### config.mk
export PLATFORM = sky130hd
export DESIGN_NAME = fft4_par
export DESIGN_NICKNAME = d
export VERILOG_FILES = /design/src/rtl/fft4_pkg.sv /design/src/rtl/fft4_bfly.sv /design/src/rtl/fft4_cmul.sv /design/src/rtl/fft4_par.sv
export SDC_FILE = /design/constraint.sdc
export NUM_CORES = 1
export LEC_CHECK = 0
export BUFFER_PORTS_ARGS = -buffer_cell sky130_fd_sc_hd__buf_2
export CELL_PAD_IN_SITES_DETAIL_PLACEMENT = 0
export CELL_PAD_IN_SITES_GLOBAL_PLACEMENT = 1
export CORE_UTILIZATION = 45
export DETAILED_ROUTE_END_ITERATION = 10
export GPL_ROUTABILITY_DRIVEN = 0
export PLACE_DENSITY_LB_ADDON = 0.1
export SYNTH_ARGS = -nofsm -noshare
export SYNTH_HDL_FRONTEND = slang
export SYNTH_SLANG_ARGS = --single-unit
export TNS_END_PERCENT = 20
### constraint.sdc
create_clock -name vclk -period 14.4
set_clock_uncertainty 0.1 [all_clocks]
set_input_delay 1.44 -clock vclk [all_inputs]
set_output_delay 1.44 -clock vclk [all_outputs]
set_load 0.005 [all_outputs]
### src/rtl/fft4_pkg.sv
package fft4_pkg;

    localparam int DATA_W = 16;
    localparam int OUT_W  = 18;
    localparam int COEF_W = 16;
    localparam int FRAC_W = 14;
    localparam int POINTS = 4;

    // Real part of W4^e as a fixed-point constant with frac fraction bits
    function automatic int tw_re(input int e, input int frac);
        int one;
        one = 1 << frac;
        case (e % 4)
            0:       return one;
            2:       return -one;
            default: return 0;
        endcase
    endfunction

    // Imaginary part of W4^e = exp(-j*pi*e/2)
    function automatic int tw_im(input int e, input int frac);
        int one;
        one = 1 << frac;
        case (e % 4)
            1:       return -one;
            3:       return one;
            default: return 0;
        endcase
    endfunction

endpackage

### src/rtl/fft4_bfly.sv
module fft4_bfly #(
    parameter int IW = 16
) (
    input  logic signed [IW-1:0] a_re,
    input  logic signed [IW-1:0] a_im,
    input  logic signed [IW-1:0] b_re,
    input  logic signed [IW-1:0] b_im,
    output logic signed [IW:0]   sum_re,
    output logic signed [IW:0]   sum_im,
    output logic signed [IW:0]   dif_re,
    output logic signed [IW:0]   dif_im
);
    localparam int XW = IW + 1;

    always_comb begin
        sum_re = XW'(a_re) + XW'(b_re);
        sum_im = XW'(a_im) + XW'(b_im);
        dif_re = XW'(a_re) - XW'(b_re);
        dif_im = XW'(a_im) - XW'(b_im);
    end

    // the sum and the difference together give back twice the first input
    always_comb begin
        a_r7_bfly_re: assert ((XW+1)'(sum_re) + (XW+1)'(dif_re) == ((XW+1)'(a_re) <<< 1));
        a_r7_bfly_im: assert ((XW+1)'(sum_im) + (XW+1)'(dif_im) == ((XW+1)'(a_im) <<< 1));
    end

endmodule

### src/rtl/fft4_cmul.sv
module fft4_cmul #(
    parameter int IW   = 17,
    parameter int OW   = 18,
    parameter int CW   = 16,
    parameter int FRAC = 14,
    parameter int W_RE = 1 << 14,
    parameter int W_IM = 0
) (
    input  logic signed [IW-1:0] in_re,
    input  logic signed [IW-1:0] in_im,
    output logic signed [OW-1:0] out_re,
    output logic signed [OW-1:0] out_im
);
    localparam int PW = IW + CW;
    localparam logic signed [CW-1:0] C_RE = CW'(W_RE);
    localparam logic signed [CW-1:0] C_IM = CW'(W_IM);

    logic signed [PW-1:0] p_rr, p_ii, p_ri, p_ir;
    logic signed [PW:0]   acc_re, acc_im;
    logic signed [PW:0]   sh_re, sh_im;
    logic signed [PW:0]   back_re, back_im;

    always_comb begin
        p_rr   = PW'(in_re) * PW'(C_RE);
        p_ii   = PW'(in_im) * PW'(C_IM);
        p_ri   = PW'(in_re) * PW'(C_IM);
        p_ir   = PW'(in_im) * PW'(C_RE);
        acc_re = (PW+1)'(p_rr) - (PW+1)'(p_ii);
        acc_im = (PW+1)'(p_ri) + (PW+1)'(p_ir);
        sh_re  = acc_re >>> FRAC;
        sh_im  = acc_im >>> FRAC;
        out_re = sh_re[OW-1:0];
        out_im = sh_im[OW-1:0];
    end

    // the scaled product fits the output width
    always_comb begin
        back_re = (PW+1)'(out_re);
        back_im = (PW+1)'(out_im);
        a_r6_mul_fits_re: assert (back_re == sh_re);
        a_r6_mul_fits_im: assert (back_im == sh_im);
    end

    // exact constants give exact results
    generate
        if (W_RE == (1 << FRAC) && W_IM == 0) begin : g_unity
            always_comb begin
                a_r8_unity_re: assert (back_re == (PW+1)'(in_re));
                a_r8_unity_im: assert (back_im == (PW+1)'(in_im));
            end
        end else if (W_RE == 0 && W_IM == -(1 << FRAC)) begin : g_minus_j
            always_comb begin
                a_r8_minus_j_re: assert (back_re == (PW+1)'(in_im));
                a_r8_minus_j_im: assert (back_im == -(PW+1)'(in_re));
            end
        end
    endgenerate

endmodule

### src/rtl/fft4_par.sv
module fft4_par
    import fft4_pkg::*;
#(
    parameter int DW   = DATA_W,
    parameter int OW   = OUT_W,
    parameter int CW   = COEF_W,
    parameter int FRAC = FRAC_W
) (
    input  logic signed [DW-1:0] smp0_re,
    input  logic signed [DW-1:0] smp0_im,
    input  logic signed [DW-1:0] smp1_re,
    input  logic signed [DW-1:0] smp1_im,
    input  logic signed [DW-1:0] smp2_re,
    input  logic signed [DW-1:0] smp2_im,
    input  logic signed [DW-1:0] smp3_re,
    input  logic signed [DW-1:0] smp3_im,
    output logic signed [OW-1:0] bin0_re,
    output logic signed [OW-1:0] bin0_im,
    output logic signed [OW-1:0] bin1_re,
    output logic signed [OW-1:0] bin1_im,
    output logic signed [OW-1:0] bin2_re,
    output logic signed [OW-1:0] bin2_im,
    output logic signed [OW-1:0] bin3_re,
    output logic signed [OW-1:0] bin3_im
);
    localparam int N    = POINTS;
    localparam int HALF = N / 2;
    localparam int SW   = DW + 1;   // after first stage
    localparam int MW   = SW + 1;   // after twiddle multiply
    localparam int FW   = MW + 1;   // after second stage

    logic signed [DW-1:0] x_re [N];
    logic signed [DW-1:0] x_im [N];
    logic signed [SW-1:0] s1_re [N];
    logic signed [SW-1:0] s1_im [N];
    logic signed [MW-1:0] m_re [N];
    logic signed [MW-1:0] m_im [N];
    logic signed [FW-1:0] f_re [N];
    logic signed [FW-1:0] f_im [N];
    logic signed [OW-1:0] y_re [N];
    logic signed [OW-1:0] y_im [N];

    assign x_re[0] = smp0_re;  assign x_im[0] = smp0_im;
    assign x_re[1] = smp1_re;  assign x_im[1] = smp1_im;
    assign x_re[2] = smp2_re;  assign x_im[2] = smp2_im;
    assign x_re[3] = smp3_re;  assign x_im[3] = smp3_im;

    genvar g;
    generate
        // First stage: even pair (x0,x2) and odd pair (x1,x3); the wiring does the bit reversal
        for (g = 0; g < HALF; g++) begin : g_stage1
            fft4_bfly #(.IW(DW)) i_bfly (
                .a_re  (x_re[g]),        .a_im  (x_im[g]),
                .b_re  (x_re[g+HALF]),   .b_im  (x_im[g+HALF]),
                .sum_re(s1_re[2*g]),     .sum_im(s1_im[2*g]),
                .dif_re(s1_re[2*g+1]),   .dif_im(s1_im[2*g+1])
            );
        end

        // Twiddles: W^0 everywhere except on the odd-pair difference, which takes W^1
        for (g = 0; g < N; g++) begin : g_twiddle
            localparam int EXP = (g == N - 1) ? 1 : 0;
            fft4_cmul #(
                .IW(SW), .OW(MW), .CW(CW), .FRAC(FRAC),
                .W_RE(tw_re(EXP, FRAC)), .W_IM(tw_im(EXP, FRAC))
            ) i_cmul (
                .in_re (s1_re[g]), .in_im (s1_im[g]),
                .out_re(m_re[g]),  .out_im(m_im[g])
            );
        end

        // Second stage: bins k and k+2 come from the k-th even and odd results
        for (g = 0; g < HALF; g++) begin : g_stage2
            fft4_bfly #(.IW(MW)) i_bfly (
                .a_re  (m_re[g]),        .a_im  (m_im[g]),
                .b_re  (m_re[g+HALF]),   .b_im  (m_im[g+HALF]),
                .sum_re(f_re[g]),        .sum_im(f_im[g]),
                .dif_re(f_re[g+HALF]),   .dif_im(f_im[g+HALF])
            );
        end

        for (g = 0; g < N; g++) begin : g_trim
            assign y_re[g] = f_re[g][OW-1:0];
            assign y_im[g] = f_im[g][OW-1:0];
            // dropping the top bit never changes a bin's value
            always_comb begin
                a_r6_no_overflow_re: assert (FW'(y_re[g]) == f_re[g]);
                a_r6_no_overflow_im: assert (FW'(y_im[g]) == f_im[g]);
            end
        end
    endgenerate

    assign bin0_re = y_re[0];  assign bin0_im = y_im[0];
    assign bin1_re = y_re[1];  assign bin1_im = y_im[1];
    assign bin2_re = y_re[2];  assign bin2_im = y_im[2];
    assign bin3_re = y_re[3];  assign bin3_im = y_im[3];

    // the DC bin relates the input ports directly to the output ports
    always_comb begin
        a_r1_dc_re: assert (int'(bin0_re) == int'(smp0_re) + int'(smp1_re) + int'(smp2_re) + int'(smp3_re));
        a_r1_dc_im: assert (int'(bin0_im) == int'(smp0_im) + int'(smp1_im) + int'(smp2_im) + int'(smp3_im));
    end

    // the alternating bin
    always_comb begin
        a_r2_alt_re: assert (int'(bin2_re) == int'(smp0_re) - int'(smp1_re) + int'(smp2_re) - int'(smp3_re));
        a_r2_alt_im: assert (int'(bin2_im) == int'(smp0_im) - int'(smp1_im) + int'(smp2_im) - int'(smp3_im));
    end

endmodule

; Word-level counts from Yosys, hierarchy flattened
; Index checks and enable logic that the tools add are counted.
; Widths: inputs -> output; s select.
[word_totals]
regBits = 0
input_bits = 128
out_inout_bits = 144
wordCells = 19
[classes]
addsub = 19
[ops]
columns = cell, n
row1 = $add 16x16->17, 4
row2 = $sub 16x16->17, 4
row3 = $add 17x17->18, 2
row4 = $add 17x18->18, 2
row5 = $neg 17->18, 2
row6 = $sub 17x17->18, 2
row7 = $sub 17x18->18, 2
row8 = $sub 1x32->32 const A, 1

; Depth between registers and ports, before layout
[logic_depth]
word_depth = 4
ltp_mapped = 25
depth_no_buf = 23

; Modules after synthesis
; From an unflattened synthesis, not the netlist that was laid out.
[hier_totals]
cells_unflattened = 2382
hier_area_um2 = 16525.8
[modules_own_cells]
columns = module, n_inst, cells_each, area_each_um2, seq_area_each_um2
row1 = fft4_bfly at g_stage2[1].i_bfly, 1, 589, 4083.9, 0.0
row2 = fft4_bfly at g_stage2[0].i_bfly, 1, 542, 3729.8, 0.0
row3 = fft4_bfly at g_stage1[1].i_bfly, 1, 489, 3410.8, 0.0
row4 = fft4_bfly at g_stage1[0].i_bfly, 1, 478, 3328.2, 0.0
row5 = fft4_cmul at g_twiddle[3].i_cmul, 1, 176, 1162.4, 0.0
row6 = fft4_cmul at g_twiddle[0].i_cmul ..., 3, 36, 270.3, 0.0

; Worst setup path after synthesis
; Ideal clock, no wire load.
[synth_timing]
path_kind = input-to-output
startpoint = in smp1_im[2]
endpoint = out bin3_re[16]
arrival_ps = 5341
t_required_ps = 12860
slack_ps = 7519
cell_stages = 18
n_path_buf = 2
cell_sequence = inv_1 -> ha_1 -> buf_6 -> or2_4 -> o22ai_4 -> mux2_2 -> nor4b_4 -> o22ai_1 -> nor3_1 -> xnor2_1 -> ha_1 -> clkbuf_1 -> nor3_1 -> o21ai_0 -> a221oi_1 -> o41ai_1 -> nor4b_1 -> or4_1
[synth_via]
elab_chain_cells = 4
[synth_lines]
columns = element, line_no
row1 = start: declaration, fft4_par.sv:12  ; input logic signed [DW-1:0] smp1_im,
row2 = $sub 16x16->17, fft4_bfly.sv:19  ; dif_im = XW'(a_im) - XW'(b_im);
row3 = $neg 17->18 (implied by the code), fft4_cmul.sv:25  ; p_ii = PW'(in_im) * PW'(C_IM);
row4 = $sub 1x32->32, fft4_cmul.sv:28  ; acc_re = (PW+1)'(p_rr) - (PW+1)'(p_ii);
row5 = $sub 17x18->18, fft4_bfly.sv:18  ; dif_re = XW'(a_re) - XW'(b_re);
row6 = end: declaration, fft4_par.sv:23  ; output logic signed [OW-1:0] bin3_re,
; Every way passes these cells.

; Final worst setup path
; Same ends and word-level chain as after synthesis.

==> impl_metrics.py <==
metrics = {
    "routing": {
        "wl_per_cell_um": 15.4,
        "routed-via-count": 12258,
        "drc": 0,
        "drt_iter0_drc": 619,
        "routed_via_density": 5.35,
        "drt_wl_total_um": 35200,
        "ant_nets": 0,
        "dr.pass1.iters": 5,
    },
    "synthesis": {
        "synthesis.instances": 1739,
        "synthDominantAreaCellType": "sky130_fd_sc_hd__ha_1",
        "synth_cell_type_count": 84,
        "post_synth_instance_area_mm2": 0.0123,
        "synth.net_count": 2148,
        "synth_top_cells_by_area": "sky130_fd_sc_hd__ha_1 27%, sky130_fd_sc_hd__xnor2_1 12%, sky130_fd_sc_hd__inv_1 7.7%",
        "total_of_warnings_raised_by_yosys": 0,
        "postSynthAreaPerCell_um2": 7.05,
        "post-synth-top-area-fraction_pct": 27.0,
        "synth.yosys.seq_area_share_pct": 0,
    },
    "global_routing": {
        "antenna_found_initial": 7,
        "grt_max_degree": 17,
        "first_global_vias": 11330,
        "all_layer_global_routing_usage_pct": 24.1,
        "wire_length_of_the_first_global_routing_pass_um": 55700,
        "grt.overflow.total": 0,
    },
    "sta": {
        "rsz0062_at_grt": "no",
        "max_freq_mhz": 130,
        "worst_slew_pin_slew_ps": 967,
        "final.setup.tns_ps": 0,
        "hold_ws_ps": 3360,
        "setup_viol": 0,
        "report.final.slew_viol_count": 0,
        "min_period_ps": 7700,
        "max_slew_margin_pct": 34.7,
        "hold_viol_final": 0,
        "setup_slack_ps": 6700,
        "post-route-period-util_pct": 53.5,
    },
    "placed_design": {
        "pre_cts_slack_ps": 6750,
        "place_inst": 2288,
        "dp_hpwl_um": 31000,
        "numPortBuffers": 272,
    },
    "power_and_ir_drop": {
        "p_sw_share_pct": 55.4,
        "combinationalPowerShare_pct": 100.0,
        "p_switching_w": 0.000989,
        "internal_power_w": 0.000797,
        "power.density_cell_area_mw_per_mm2": 130,
        "power_leakage_nw": 7.00,
        "irDropWorstVdd_uv": 105,
        "share_seq_of_total_power_pct": 0,
        "clockPowerShare_pct": 0,
    },
    "die": {
        "fp.dieH_um": 167,
        "coreArea_mm2": 0.0269,
        "die_width_um": 167,
        "io_pins": 272,
        "start_util_pct": 45.6,
        "design.die.area_mm2": 0.0279,
        "rows": 60,
    },
    "finish": {
        "share_of_final_layout_standard_cells_stronger_than_drive_strength_1_pct": 15.8,
        "multi_input_comb_area_mm2": 0.0110,
        "n_sequential_cell": 0,
        "clock_buffers": 0,
        "filler_cell_count": 2815,
        "layout.nets": 2358,
        "finish.utilization_pct": 51.3,
        "post_layout_nonfiller_instances": 2293,
        "layout.cells.most_common_list": "272 x sky130_fd_sc_hd__buf_2, 265 x sky130_fd_sc_hd__ha_1, 250 x sky130_fd_sc_hd__inv_1, 173 x sky130_fd_sc_hd__xnor2_1, 157 x sky130_fd_sc_hd__a21oi_1",
        "layout.cells.most_common": "sky130_fd_sc_hd__buf_2",
        "footprint_of_the_flip_flops_and_latches_um2": 0,
        "area_growth_syn_to_layout_pct": 12.4,
    },
    "setup_path": {
        "crit_arrival_ps": 6160,
        "cp_num_cells": 18,
        "timing.critical_path.max_delay_family": "simple AND/OR/NAND/NOR gates",
        "critical_path.cell_chain": "buf_2 > inv_1 > ha_1 > or2_4 > o22ai_4 > mux2_2 > nor4b_4 > o22ai_1 > nor3_1 > xnor2_1 > ha_1 > nor3_1 > o21ai_0 > a221oi_1 > o41ai_1 > nor4b_1 > or4_1 > buf_2",
        "crit_type": "in2out",
        "cp_slowest_cell": "sky130_fd_sc_hd__or4_1",
        "highest_net_fanout_along_the_worst_path": 9,
        "nature_of_the_critical_path_startpoint": "primary input",
        "timing.critical_path.required_ps": 12860,
        "worst_setup_path_end_kind": "primary output",
        "longest_individual_stage_delay_on_the_worst_path_ps": 550,
        "cp_buf_inv_count": 3,
    },
    "cts": {
        "post_cts.resized_instances": 0,
        "cts_hold_buffers": 0,
        "post_cts.repair.setup_buffers": 0,
    },
    "min_path": {
        "min-delay-path-class": "in2out",
        "worstHoldEndpoint": "bin1_re[0]",
        "startpoint_of_the_lowest_slack_hold_path": "smp2_re[0]",
        "timing.hold.worst_path_depth": 5,
    },
    "status": {
        "outcome": "completed",
    },
    "flow_run": {
        "drv_cap": 0,
    },
}
==> power groups by stage <==
stage / combinational [W] / clock, W / sequential (W)
2_1_floorplan: 0.00118 / 0 / 0
3_5_place_dp: 0.00178 / 0 / 0
6_report: 0.00179 / 0.0000000000465 / 0
3_3_place_gp: 0.00178 / 0 / 0
5_1_grt: 0.00198 / 0.0000000000186 / 0
4_1_cts: 0.00179 / 0 / 0
==> routing by layer <==
layer | track usage [%] | share of wire (%) | up-vias
li1 | - | - | 6351
met1 | 33.4 | 49 | 5558
met2 | 41.4 | 45 | 309
met3 | 1.47 | 4.0 | 34
met4 | 3.58 | 1.7 | 6
met5 | 0 | 0.11 | -
==> metrics by stage <==
step / area [um2] / power, W
6_report: 13800 / 0.00179
5_1_grt: 13800 / 0.00198
3_3_place_gp: 13800 / 0.00178
3_5_place_dp: 13800 / 0.00178
2_1_floorplan: 12300 / 0.00118
4_1_cts: 13800 / 0.00179
==> worst max path at each step <==
stage,from,endpoint,slack (ps)
6_report,smp1_im[2],bin3_re[16],6700
5_1_grt,smp1_im[3],bin3_re[16],6360
4_1_cts,smp1_im[0],bin1_re[17],6720
3_5_place_dp,smp1_im[2],bin3_re[16],6750
3_3_place_gp,smp1_im[0],bin1_re[17],6790
2_1_floorplan,smp1_im[2],bin3_re[16],7520
==> logic make-up (layout without fill, tap and decap cells) <==
kind of cell,after synthesis,after routing,share of synthesized area [%]
compound gates,479,479,25.8
buf+inv,315,523,9.98
mux,10,10,0.847
fa+ha+maj,281,281,29.6
xor+xnor,232,232,16.6
simple gates,422,422,17.1
other cells,0,5,0
==> Yosys cell counts (4+ instances only) <==
cell type                   count
sky130_fd_sc_hd__o41ai_1       12
sky130_fd_sc_hd__o211ai_1       7
sky130_fd_sc_hd__inv_1        250
sky130_fd_sc_hd__a211o_1        6
sky130_fd_sc_hd__nand2_1       72
sky130_fd_sc_hd__or3_1         10
sky130_fd_sc_hd__clkbuf_1      47
sky130_fd_sc_hd__buf_2          4
sky130_fd_sc_hd__ha_1         265
sky130_fd_sc_hd__and3_1        17
sky130_fd_sc_hd__a21boi_0       7
sky130_fd_sc_hd__buf_4          7
sky130_fd_sc_hd__a21o_1        19
sky130_fd_sc_hd__nor3b_1        7
sky130_fd_sc_hd__fa_1          16
sky130_fd_sc_hd__o21ba_2        5
sky130_fd_sc_hd__a21oi_1      157
sky130_fd_sc_hd__or2_2          4
sky130_fd_sc_hd__a2111oi_0      6
sky130_fd_sc_hd__nor4_1         7
sky130_fd_sc_hd__nand2b_1      22
sky130_fd_sc_hd__a211oi_1      12
sky130_fd_sc_hd__nor3_1        47
sky130_fd_sc_hd__o31ai_1        9
sky130_fd_sc_hd__o21bai_1      52
sky130_fd_sc_hd__o21a_1        16
sky130_fd_sc_hd__a221o_1        5
sky130_fd_sc_hd__a221oi_1       9
sky130_fd_sc_hd__a31o_2         6
sky130_fd_sc_hd__xnor2_1      173
sky130_fd_sc_hd__mux2i_1        7
sky130_fd_sc_hd__xor2_1        58
sky130_fd_sc_hd__o22ai_1        5
sky130_fd_sc_hd__o31a_1         6
sky130_fd_sc_hd__a31oi_1       16
sky130_fd_sc_hd__o21ai_0       85
sky130_fd_sc_hd__nor2_1       144
sky130_fd_sc_hd__nor2b_1       41
sky130_fd_sc_hd__nand3_1       23
sky130_fd_sc_hd__nand4_1        4
==> area by class of cell <==
class,count,area share [%]
inverters,251,6.83
well taps,341,3.10
repair buffers,272,9.88
multi-input cells,1424,80.1
diodes,5,0.0908
(Power assumes the default switching activity.)
